--- config.mk ---
export PLATFORM = sky130hd
export DESIGN_NAME = mem_strobe_seq
export DESIGN_NICKNAME = d
export VERILOG_FILES = /design/src/rtl/mem_seq_pkg.sv /design/src/rtl/strobe_sync.sv /design/src/rtl/phase_timer.sv /design/src/rtl/mem_strobe_seq.sv
export SDC_FILE = /design/constraint.sdc
export NUM_CORES = 1
export LEC_CHECK = 0
export BUFFER_PORTS_ARGS = -buffer_cell sky130_fd_sc_hd__buf_2
export CAP_MARGIN = 5
export CELL_PAD_IN_SITES_DETAIL_PLACEMENT = 1
export CELL_PAD_IN_SITES_GLOBAL_PLACEMENT = 1
export CORE_ASPECT_RATIO = 1.75
export CORE_MARGIN = 10
export CORE_UTILIZATION = 25
export CTS_BUF_LIST = sky130_fd_sc_hd__clkbuf_2 sky130_fd_sc_hd__clkbuf_4 sky130_fd_sc_hd__clkbuf_8
export DETAILED_ROUTE_END_ITERATION = 6
export PLACE_DENSITY = 0.61
export SYNTH_ARGS = -nofsm -noshare
export SYNTH_HDL_FRONTEND = slang
export SYNTH_SLANG_ARGS = --single-unit
--- constraint.sdc ---
create_clock -name clk -period 2.5 [get_ports clk]
set_input_delay 0.125 -clock clk [delete_from_list [all_inputs] [get_ports clk]]
set_output_delay 0.125 -clock clk [all_outputs]
set_load 0.1 [all_outputs]
--- src/rtl/mem_seq_pkg.sv ---
package mem_seq_pkg;
  typedef enum logic [1:0] {
    TM_IDLE  = 2'd0,
    TM_WAIT  = 2'd1,
    TM_PULSE = 2'd2
  } tmr_state_t;
endpackage

--- src/rtl/strobe_sync.sv ---
module strobe_sync (
  input  logic clk,
  input  logic rst,
  input  logic async_i,
  output logic level_o,
  output logic rise_o
);
  logic s1, s2, s3;

  // Reset preloads the chain with the live level so a strobe already high
  // at reset release is not mistaken for a new edge.
  always_ff @(posedge clk) begin
    if (rst) begin
      s1 <= async_i;
      s2 <= async_i;
      s3 <= async_i;
    end else begin
      s1 <= async_i;
      s2 <= s1;
      s3 <= s2;
    end
  end

  assign level_o = s2;
  assign rise_o  = s2 & ~s3;

  assert_single_rise_R7: assert property (@(posedge clk) disable iff (rst)
    rise_o |=> !rise_o);
endmodule

--- src/rtl/phase_timer.sv ---
module phase_timer
  import mem_seq_pkg::*;
#(
  parameter int DELAY = 80,
  parameter int WIDTH = 9
) (
  input  logic clk,
  input  logic rst,
  input  logic en_i,
  input  logic start_i,
  output logic pulse_o,
  output logic fire_o
);
  localparam int CMAX = (DELAY > WIDTH) ? DELAY : WIDTH;
  localparam int CW   = $clog2(CMAX + 1);
  localparam logic [CW-1:0] D_LAST = CW'(DELAY - 1);
  localparam logic [CW-1:0] W_LAST = CW'(WIDTH - 1);

  tmr_state_t     state;
  logic [CW-1:0]  cnt;

  assign fire_o  = (state == TM_WAIT) && (cnt == D_LAST) && en_i;
  assign pulse_o = (state == TM_PULSE);

  always_ff @(posedge clk) begin
    if (rst || !en_i) begin
      state <= TM_IDLE;
      cnt   <= '0;
    end else if (start_i) begin
      state <= TM_WAIT;
      cnt   <= '0;
    end else begin
      case (state)
        TM_WAIT: begin
          if (cnt == D_LAST) begin
            state <= TM_PULSE;
            cnt   <= '0;
          end else begin
            cnt <= cnt + 1'b1;
          end
        end
        TM_PULSE: begin
          if (cnt == W_LAST) begin
            state <= TM_IDLE;
            cnt   <= '0;
          end else begin
            cnt <= cnt + 1'b1;
          end
        end
        default: begin
          state <= TM_IDLE;
          cnt   <= '0;
        end
      endcase
    end
  end

  assert_pulse_width_R6: assert property (@(posedge clk) disable iff (rst)
    (state == TM_PULSE) |-> (cnt <= W_LAST));

  assert_pulse_after_wait_R7: assert property (@(posedge clk) disable iff (rst)
    $rose(state == TM_PULSE) |-> $past(state == TM_WAIT));
endmodule

--- src/rtl/mem_strobe_seq.sv ---
module mem_strobe_seq #(
  parameter int ADDR_W    = 13,
  parameter int DATA_W    = 16,
  parameter int PAR_W     = 2,
  parameter int DELAY_CYC = 80,
  parameter int PULSE_CYC = 9
) (
  input  logic                      clk,
  input  logic                      rst,
  input  logic                      stor_use_i,
  input  logic                      stor_sel_i,
  input  logic                      rd_strobe_i,
  input  logic                      wr_strobe_i,
  input  logic [ADDR_W-1:0]         addr_i,
  input  logic [DATA_W+PAR_W-1:0]   wr_word_i,
  input  logic                      supply_ok_i,
  input  logic [DATA_W+PAR_W-1:0]   mem_rd_i,
  output logic [ADDR_W-1:0]         mem_addr_o,
  output logic [DATA_W+PAR_W-1:0]   mem_wr_o,
  output logic                      mem_ce_n_o,
  output logic                      mem_oe_n_o,
  output logic                      mem_we_n_o,
  output logic                      wr_drv_en_o,
  output logic [1:0]                lane_en_n_o,
  output logic [DATA_W+PAR_W-1:0]   sense_n_o
);
  localparam int WORD_W = DATA_W + PAR_W;

  logic sel_held, en;
  logic rd_lvl, rd_rise, wr_lvl, wr_rise;
  logic rd_pulse, rd_fire, wr_pulse, wr_fire;

  // Select is a short pulse on the host side; the static memory ignores it.
  assign sel_held = stor_sel_i | 1'b1;
  assign en       = stor_use_i & supply_ok_i & sel_held;

  strobe_sync u_rd_sync (
    .clk(clk), .rst(rst), .async_i(rd_strobe_i),
    .level_o(rd_lvl), .rise_o(rd_rise)
  );
  strobe_sync u_wr_sync (
    .clk(clk), .rst(rst), .async_i(wr_strobe_i),
    .level_o(wr_lvl), .rise_o(wr_rise)
  );

  phase_timer #(.DELAY(DELAY_CYC), .WIDTH(PULSE_CYC)) u_rd_tmr (
    .clk(clk), .rst(rst), .en_i(en), .start_i(rd_rise),
    .pulse_o(rd_pulse), .fire_o(rd_fire)
  );
  phase_timer #(.DELAY(DELAY_CYC), .WIDTH(PULSE_CYC)) u_wr_tmr (
    .clk(clk), .rst(rst), .en_i(en), .start_i(wr_rise),
    .pulse_o(wr_pulse), .fire_o(wr_fire)
  );

  assign lane_en_n_o = 2'b00;

  always_ff @(posedge clk) begin
    if (rst) begin
      mem_ce_n_o  <= 1'b1;
      mem_oe_n_o  <= 1'b1;
      mem_we_n_o  <= 1'b1;
      wr_drv_en_o <= 1'b0;
      sense_n_o   <= '1;
      mem_addr_o  <= '0;
      mem_wr_o    <= '0;
    end else begin
      mem_ce_n_o  <= ~en;
      mem_oe_n_o  <= ~(rd_lvl & ~wr_lvl & en & ~wr_pulse);
      mem_we_n_o  <= ~(wr_pulse & en);
      wr_drv_en_o <= wr_pulse & en;
      sense_n_o   <= ~({WORD_W{rd_pulse}} & mem_rd_i);
      if (!wr_pulse) mem_addr_o <= addr_i;
      if (wr_fire)   mem_wr_o   <= wr_word_i;
    end
  end

  assert_no_contention_R9: assert property (@(posedge clk) disable iff (rst)
    !(!mem_oe_n_o && wr_drv_en_o));

  assert_ce_follows_enable_R1: assert property (@(posedge clk) disable iff (rst)
    !mem_ce_n_o |-> $past(stor_use_i && supply_ok_i));

  assert_write_needs_ce_R10: assert property (@(posedge clk) disable iff (rst)
    !mem_we_n_o |-> !mem_ce_n_o);

  assert_write_word_stable_R8: assert property (@(posedge clk) disable iff (rst)
    (!mem_we_n_o && $past(!mem_we_n_o)) |-> ($stable(mem_addr_o) && $stable(mem_wr_o)));

  assert_sense_in_pulse_R4: assert property (@(posedge clk) disable iff (rst)
    (sense_n_o != '1) |-> $past(rd_pulse));

  assert_read_fire_unused_R3: assert property (@(posedge clk) disable iff (rst)
    rd_fire |=> rd_pulse);
endmodule

==> out/results.ini, run 1 <==
[run_status]
status=finished clean

[clock_tree]
numClockSinks=77
root_buffer=clkbuf_8
clk_pin_slew_ns=0.08
cts_buffers=9
insertion_delay_ns=0.35
post_cts_buffers=0
cts_buffer_depth=2
ctsResizeCount=0
cts_tree=yes
htree_levels=3
cts_hold_buf=35

[synth]
syn_inst=290
synthArstFlopShare_pct=0
synth-seq-cells=77
synth_commonest_cells=dfxtp_1, nand2_1, nor2_1
yosys.cell_types.count=38
synth-edff-count=0
netlist.area_leader.share_pct=56.3
synth_area_leader_cell=dfxtp_1
yosysMostFrequentCell=dfxtp_1
yosys_warnings=0
netlist_area_sq_mm=0.00274
synthTopCellsByArea=dfxtp_1, nand2_1, mux2i_1, nor2_1, ha_1
syn_avg_cell_area_sq_um=9.44
ys_seq_area_share_pct=56.3
synth_flop_cell=dfxtp_1

[pwr]
p_leak_uw=0.00168
power_uw=2540
p_int_uw=1900
pwr-share-comb_pct=9.5
power_switching_uw=640
sw_frac_of_total_pct=25.2
ir_worst_vdd_v=0.000454
p_seq_share_pct=49.4
clockPowerShare_pct=41.1
p_per_area_mw_per_mm2=641

[timing]
fin_setup_tns_ns=0
fmax_ghz=0.560
finalHoldViolCount=0
fin_crit_sh_pct=71.4
finClkSkew_ns=0.00992
setup_violations=0
tightest_slew_ns=0.511
hold_ws_ns=0.0204
rsz0062_at_grt=false
drv_slew=0
max-slew-margin-rel_pct=66.2
timing.final.crit_period_ns=1.78

[die]
core_area_sq_mm=0.0107
initial_core_util_pct=25.6
io_pins=111
die_w_um=99.1
die_area_sq_mm=0.0157
die_h_um=158
rows=50

[worst_setup_path]
path_depth=5
cp_data_required_time_ns=2.72
crit_path_top_delay_cell=or4_4
slowest_delay_ns=0.68
r2r_end=mem_wr_o[13]
r2r_start=u_wr_tmr.cnt[0]
arrival_ns=2.00
crit_buf_inv=0
path_delay_family=simple AND/OR/NAND/NOR gates
rrSetupSlack_ns=0.72
crit_fanout=18
crit_end=mem_wr_o[13]
crit_start=u_wr_tmr.cnt[0]
reg2reg_depth=5
crit_chain=ha_1 -> nand3_2 -> or4_4 -> nand2_1 -> a21oi_1
cp-start-kind=register
crit_type=register to register
cp-end-kind=register

[run]
drv_cap=0

[layout]
area_growth_pct=44.8
final-instance-count-excl-fill=571
drive_above_1_share_pct=30.6
antenna-diode-count=0
nets=500
finish.utilization_pct=37.0

[routing]
drc=0
via_per_inst=4.28
avgRoutedWirePerCell_um=14.4
first_iter_violations=82
firstDrtPassIters=3
ant_nets=0
vias=2443
drt_wl_total_um=8230

[global_route]
overflow=0
grt_pass1_wl_um=13200
grt_max_degree=39
antenna_found_initial=0
track_usage_pct=10.4
grt_pass1_vias=2654

[place]
place_inst=520
port_buffers=107
place_hpwl_um=6210
gp_congestion=0.758

[hold_path]
hold_class=input port to register

layout by cell type (no fill, tap or decap), types with 3 or more instances in the layout:
cell and n:
nor2_1 31, clkbuf_8 9, dfxtp_1 77, nand3_1 6, nand2_1 59, mux2i_1 13
o21ai_0 7, inv_1 19, xor2_1 7, ha_1 8, dlygate4sd3_1 35, buf_2 107
a21oi_1 19, buf_4 4, xnor2_1 3
worst min-delay path: cells and delay by family:
family	cells	cell delay, ns
buf+inv	1	0.10
simple gates	1	0.05
compound gates	1	0.05
power by group through the flow:
stage               Combinational [uW]  Sequential (uW)  Clock [uW]
floorplan                         46.4             1370           0
global placement                   196             1280           0
global route                       257             1260        1130
finish                             241             1250        1040
CTS                                242             1250        1080
detailed placement                 198             1280           0
per-layer routing:
metal,global-route usage (%),part of all wire [%],routed length [um],vias to the layer above
met4,5.48,2.5,206,0
met5,0,0,0,-
met3,3.86,6.5,534,10
met1,9.30,34,2810,1153
li1,-,-,-,1221
met2,19.7,57,4670,59
worst min-delay path by stage:
stage          cells after the start           from           end  slack [ns]
2_1_floorplan                      0    rd_strobe_i  u_rd_sync.s1        0.15
3_3_place_gp                       1    wr_strobe_i  u_wr_sync.s1        0.25
3_5_place_dp                       1    wr_strobe_i  u_wr_sync.s1        0.24
4_1_cts                            3   wr_word_i[6]   mem_wr_o[6]      0.0002
5_1_grt                            3   wr_word_i[7]   mem_wr_o[7]        0.01
6_report                           3  wr_word_i[10]  mem_wr_o[10]        0.02
kinds of logic (layout without fill, tap and decap cells):
logic type | after synthesis | count (layout) | synth area share [%]
buffers and inverters | 31 | 181 | 5.40
and+or+nand+nor | 112 | 112 | 18.1
adders and majority gates | 8 | 8 | 3.66
xor gates and xnor gates | 10 | 10 | 3.20
DFF | 77 | 77 | 56.3
muxes | 13 | 13 | 4.76
AOI/OAI and AO/OA | 38 | 38 | 8.41
other | 1 | 2 | 0.137
stage by stage:
stage / setup slack, ns / cell area [sq um]
final: 0.716 / 3960
after global placement: 0.754 / 3390
after global routing: 0.585 / 3960
after floorplan: 0.762 / 2740
after CTS: 0.693 / 3960
after detailed placement: 0.715 / 3390
area by class of cell:
type / instances / area (sq um)
Inverter: 19 / 71.3
Clock inverter: 7 / 96.3
Tap cell: 130 / 163
Timing Repair Buffer: 146 / 916
Fill cell: 1258 / 6740
Sequential cell: 77 / 1540
Multi-Input combinational cell: 183 / 1050
Clock buffer: 9 / 124
state kept, by name (all words and copies together) (netlist names), 2 cells and up:
name / cells
mem_wr_o: 18
sense_n_o: 18
u_rd_tmr.state: 2
mem_addr_o: 13
u_wr_tmr.cnt: 7
u_wr_tmr.state: 2
u_rd_tmr.cnt: 7
(Power assumes the default switching activity.)
==> run 2, diff against run 1 <==
- ABC_AREA: unset -> 1
- PLACE_DENSITY: 0.61 -> 0.62
- clock period: 2.5 -> 1.65 ns (I/O delays scaled with it)
==> run 2 against run 1 <==
Against the previous run: worst hold slack better by 0.018 ns; register-to-register slack got worse by 0.55 ns; cell count rose by 15%; sequential cell count unchanged; via count is 12% higher; sequential share of layout area shrank 2.5 points; combinational power grew 65%; global-route usage rose by 0.62 points; highest routed layer unchanged; total power increased by 49%; critical path depth grew 1; critical endpoint is now u_rd_tmr.cnt[6]; largest power group unchanged; fmax increased by 20%; clock power up 43%.
==> out/results.ini, run 2 <==
[timing]
max-slew-margin-rel_pct=65.7
fmax_ghz=0.675
drv_slew=0
finClkSkew_ns=0.0111
fin_setup_tns_ns=0
tightest_slew_ns=0.519
fin_crit_sh_pct=89.8
timing.final.crit_period_ns=1.48
setup_violations=0
rsz0062_at_grt=false
finalHoldViolCount=0

[die]
die_w_um=100
initial_core_util_pct=25.4
io_pins=111
die_h_um=160
core_area_sq_mm=0.0111
die_area_sq_mm=0.0161
rows=51

[worst_setup_path]
crit_chain=ha_1 -> nand3_1 -> o21bai_1 -> nand2_1 -> nand2_1 -> nor2_1
cp_data_required_time_ns=1.89
crit_top_cell=nand2_1
crit_path_top_delay_cell=dfxtp_1
cp-start-kind=register
crit_start=u_rd_tmr.cnt[0]
crit_type=register to register
r2r_start=u_rd_tmr.cnt[0]
cp-end-kind=register
r2r_end=u_rd_tmr.cnt[6]
crit_fanout=6
reg2reg_depth=6
slowest_delay_ns=0.38
arrival_ns=1.72
crit_end=u_rd_tmr.cnt[6]
rrSetupSlack_ns=0.17

[run_status]
status=finished clean

[clock_tree]
ctsResizeCount=0
root_buffer=clkbuf_8
cts_buffer_depth=2
cts_buffers=9
numClockSinks=77
clk_pin_slew_ns=0.08
htree_levels=3
cts_tree=yes
insertion_delay_ns=0.35

[synth]
synth_area_leader_cell=dfxtp_1
yosys_warnings=0
synth-edff-count=0
yosys.cell_types.count=23
netlist_area_sq_mm=0.00282
synth_flop_cell=dfxtp_1
synth_commonest_cells=nor2_1, nand2_1, dfxtp_1
ys_seq_area_share_pct=54.7
synth-seq-cells=77
synthArstFlopShare_pct=0
synthTopCellsByArea=dfxtp_1, nor2_1, nand2_1, inv_1, ha_1
netlist.area_leader.share_pct=54.7
syn_inst=354
syn_avg_cell_area_sq_um=7.96
yosysMostFrequentCell=nor2_1

[routing]
ant_nets=0
avgRoutedWirePerCell_um=13.3
via_per_inst=4.18
first_iter_violations=37
vias=2738
drc=0
firstDrtPassIters=3
drt_wl_total_um=8730

[layout]
drive_above_1_share_pct=25.2
area_growth_pct=50.4
final-instance-count-excl-fill=655
mostFrequentLayoutCell=buf_2
nets=582
final_cell_mix=buf_2, nor2_1, nand2_1
antenna-diode-count=0
largestRegisters=mem_wr_o x18, sense_n_o x18, mem_addr_o x13

[place]
place_inst=588
port_buffers=107
place_hpwl_um=6420
gp_congestion=0.739

[global_route]
track_usage_pct=11.1
grt_pass1_vias=3046
overflow=0
grt_pass1_wl_um=14500
grt_max_degree=37
antenna_found_initial=0

[run]
drv_cap=0

[hold_path]
hold_class=input port to register

[pwr]
p_per_area_mw_per_mm2=894
ir_worst_vdd_v=0.000529
p_leak_uw=0.00205

==> run 2: per-stage QoR <==
stage / setup slack [ns] / utilization [%] / area, sq um / total power (uW) / hold slack (ns)
floorplan: 0.296 / - / 2820 / 2140 / 0.110
global placement: 0.230 / 31.7 / 3520 / 2240 / 0.203
detailed placement: 0.192 / 31.7 / 3520 / 2250 / 0.202
CTS: 0.161 / 38.2 / 4240 / 3860 / 0.0207
global route: 0.00162 / 38.2 / 4240 / 3960 / 0.0478
finish: 0.169 / 38.2 / 4240 / 3790 / 0.0379
==> run 2: logic make-up (layout without fill, tap and decap cells) <==
| kind of cell | after synthesis | count (layout) | share of synthesized area (%) |
|---|---|---|---|
| compound gates | 21 | 21 | 3.91 |
| fa+ha+maj | 8 | 8 | 3.55 |
| flops | 77 | 77 | 54.7 |
| xor+xnor | 10 | 10 | 3.11 |
| buf+inv | 56 | 224 | 8.44 |
| other cells | 1 | 2 | 0.133 |
| simple gates | 181 | 181 | 26.2 |
==> run 2: per-layer routing <==
layer	routed length [um]	vias to the layer above	track usage (%)
met2	4730	75	20.1
met1	3190	1274	10.7
met3	685	7	4.38
met5	0	-	0
li1	-	1382	-
met4	122	0	4.26
==> run 2: cell type report <==
class                           instances  area [sq um]
Fill cell                            1387          6870
Sequential cell                        77          1540
Timing Repair Buffer                  163          1110
Multi-Input combinational cell        222          1040
Inverter                               45           169
Tap cell                              132           165
Clock buffer                           11           151
Clock inverter                          5          58.8
==> run 2: timing repair <==
action                                  in CTS  in global routing
hold endpoints to repair                    55                  0
endpoints found under the setup margin       0                  0
setup buffers                                0                  0
hold buffers                                51                  0
==> run 2: power by group <==
part | internal (uW) | switching, uW | total (uW)
Sequential | 1890 | 13.5 | 1900
Combinational | 154 | 245 | 398
Clock | 781 | 710 | 1490
==> run 2: worst min path at each step <==
stage	start	end	slack, ns	cells past startpoint
6_report	rst	u_wr_sync.s3	0.04	2
5_1_grt	rst	u_wr_sync.s3	0.05	2
4_1_cts	rst	u_wr_sync.s3	0.02	2
3_5_place_dp	wr_strobe_i	u_wr_sync.s1	0.20	1
3_3_place_gp	wr_strobe_i	u_wr_sync.s1	0.20	1
2_1_floorplan	rd_strobe_i	u_rd_sync.s1	0.11	0
==> run 2: worst max-delay path: cells and delay by family (launching register included) <==
kind / cells / cell delay (ns)
AO/OA/AOI/OAI: 1 / 0.23
adder cells (fa/ha/maj): 1 / 0.21
flip-flops: 1 / 0.38
AND/OR/NAND/NOR: 4 / 0.54
==> run 3, diff against run 2 <==
- CORE_MARGIN: 10 -> unset
==> run 3 against run 2 <==
Against the previous run: global-route usage increased by 2.6 points; non-clock buffer count down 1; critical path type unchanged; sequential share of layout area rose by 0.086 points.
==> out/results.ini, run 3 (synthesis gave the netlist of run 2 again) <==
[clock_tree]
cts_buffers=9
cts_hold_buf=50
post_cts_buffers=0
clk_pin_slew_ns=0.08
root_buffer=clkbuf_8
htree_levels=3
numClockSinks=77
ctsResizeCount=0
insertion_delay_ns=0.36
cts_buffer_depth=2
cts_tree=yes

[place]
place_hpwl_um=5290
port_buffers=107
dpl_cell_area_sq_mm=0.00350
place_inst=588
gp_congestion=0.724

[die]
die_w_um=82.3
die_h_um=142
core_area_sq_mm=0.0110
die_area_sq_mm=0.0117
io_pins=111
initial_core_util_pct=25.5
rows=51

[routing]
drc=0
firstDrtPassIters=6
first_iter_violations=36
vias=2739
avgRoutedWirePerCell_um=11.5
ant_nets=0
via_per_inst=4.19
drt_wl_total_um=7550

[timing]
rsz0062_at_grt=false
finClkSkew_ns=0.00762
finalHoldViolCount=0
fmax_ghz=0.686
timing.final.crit_period_ns=1.46
setup_violations=0
fin_setup_tns_ns=0
drv_slew=0
fin_crit_sh_pct=88.3

[worst_setup_path]
rrSetupSlack_ns=0.19
r2r_start=u_wr_tmr.cnt[0]
slowest_delay_ns=0.38
crit_chain=ha_1 -> nand3_2 -> nor2_4 -> nand3_4 -> buf_12 -> nand2_1 -> nand2_1 -> nor2_1
crit_type=register to register
reg2reg_depth=8
arrival_ns=1.76
cp_data_required_time_ns=1.95
path_delay_family=simple AND/OR/NAND/NOR gates
crit_top_cell=nand2_1
r2r_end=mem_wr_o[12]
cp-start-kind=register
crit_buf_inv=1
crit_fanout=36
crit_path_top_delay_cell=dfxtp_1
cp-end-kind=register

[layout]
drive_above_1_share_pct=25.3
area_growth_pct=50.0
final_cell_mix=buf_2, nor2_1, nand2_1
num-fill-cells=1360
fin_area_sq_mm=0.00423
largestRegisters=mem_wr_o x18, sense_n_o x18, mem_addr_o x13
nets=581
mostFrequentLayoutCell=buf_2
antenna-diode-count=0
finish.utilization_pct=38.3
final-instance-count-excl-fill=654

[hold_path]
hold_class=input port to register
hold_depth=3
min_to=mem_addr_o[1]
min-delay-start=addr_i[1]

[global_route]
grt_max_degree=37
track_usage_pct=13.6
grt_pass1_vias=2773
overflow=0
antenna_found_initial=0
grt_pass1_wl_um=12200

[run_status]
status=finished clean

[pwr]
p_leak_uw=0.00205
p_per_area_mw_per_mm2=919
ir_worst_vdd_v=0.000507

[run]
drv_cap=0

==> run 3: routing by layer <==
| layer | global-route usage [%] | up-vias | routed length (um) |
|---|---|---|---|
| li1 | - | 1380 | - |
| met1 | 13.4 | 1271 | 2810 |
| met2 | 25.2 | 76 | 4180 |
| met3 | 3.33 | 12 | 413 |
| met4 | 6.93 | 0 | 145 |
| met5 | 0 | - | 0 |
==> run 3: layout make-up <==
cell class	count	area (sq um)	area share, %
clock buffer	11	139	3.29
timing repair buffer	162	1090	25.7
inverter	45	169	4.00
sequential	77	1540	36.5
clock inverter	5	83.8	1.98
tap	132	165	3.91
multi-input combinational	222	1040	24.7
==> run 3: worst max path at each step <==
stage | end | from | cells after the start
finish | mem_wr_o[12] | u_wr_tmr.cnt[0] | 8
global route | mem_wr_o[12] | u_wr_tmr.cnt[0] | 8
CTS | mem_wr_o[11] | u_wr_tmr.cnt[0] | 8
detailed placement | mem_wr_o[5] | u_wr_tmr.cnt[0] | 7
global placement | mem_wr_o[5] | u_wr_tmr.cnt[0] | 7
floorplan | mem_wr_o[10] | u_wr_tmr.cnt[0] | 7
==> run 3: power breakdown <==
group	total, uW	leakage, uW	internal, uW	switching [uW]
clock	1600	0.000107	891	708
combinational	387	0.00132	149	238
sequential	1900	0.000627	1890	11.7
==> run 3: through the flow <==
stage | hold WS, ns | setup WS (ns) | total power [uW]
2_1_floorplan | 0.110 | 0.296 | 2140
3_3_place_gp | 0.202 | 0.237 | 2230
3_5_place_dp | 0.204 | 0.198 | 2240
4_1_cts | 0.00621 | 0.164 | 3950
5_1_grt | 0.0312 | 0.0338 | 4060
6_report | 0.00673 | 0.192 | 3880
==> run 3: worst reg2reg max path, stage by stage, from the launching register on <==
cell and delay, ns:
dfxtp_1 0.38, ha_1 0.22, nand3_2 0.15, nor2_4 0.17, nand3_4 0.08, buf_12 0.17, nand2_1 0.09, nand2_1 0.06
nor2_1 0.09
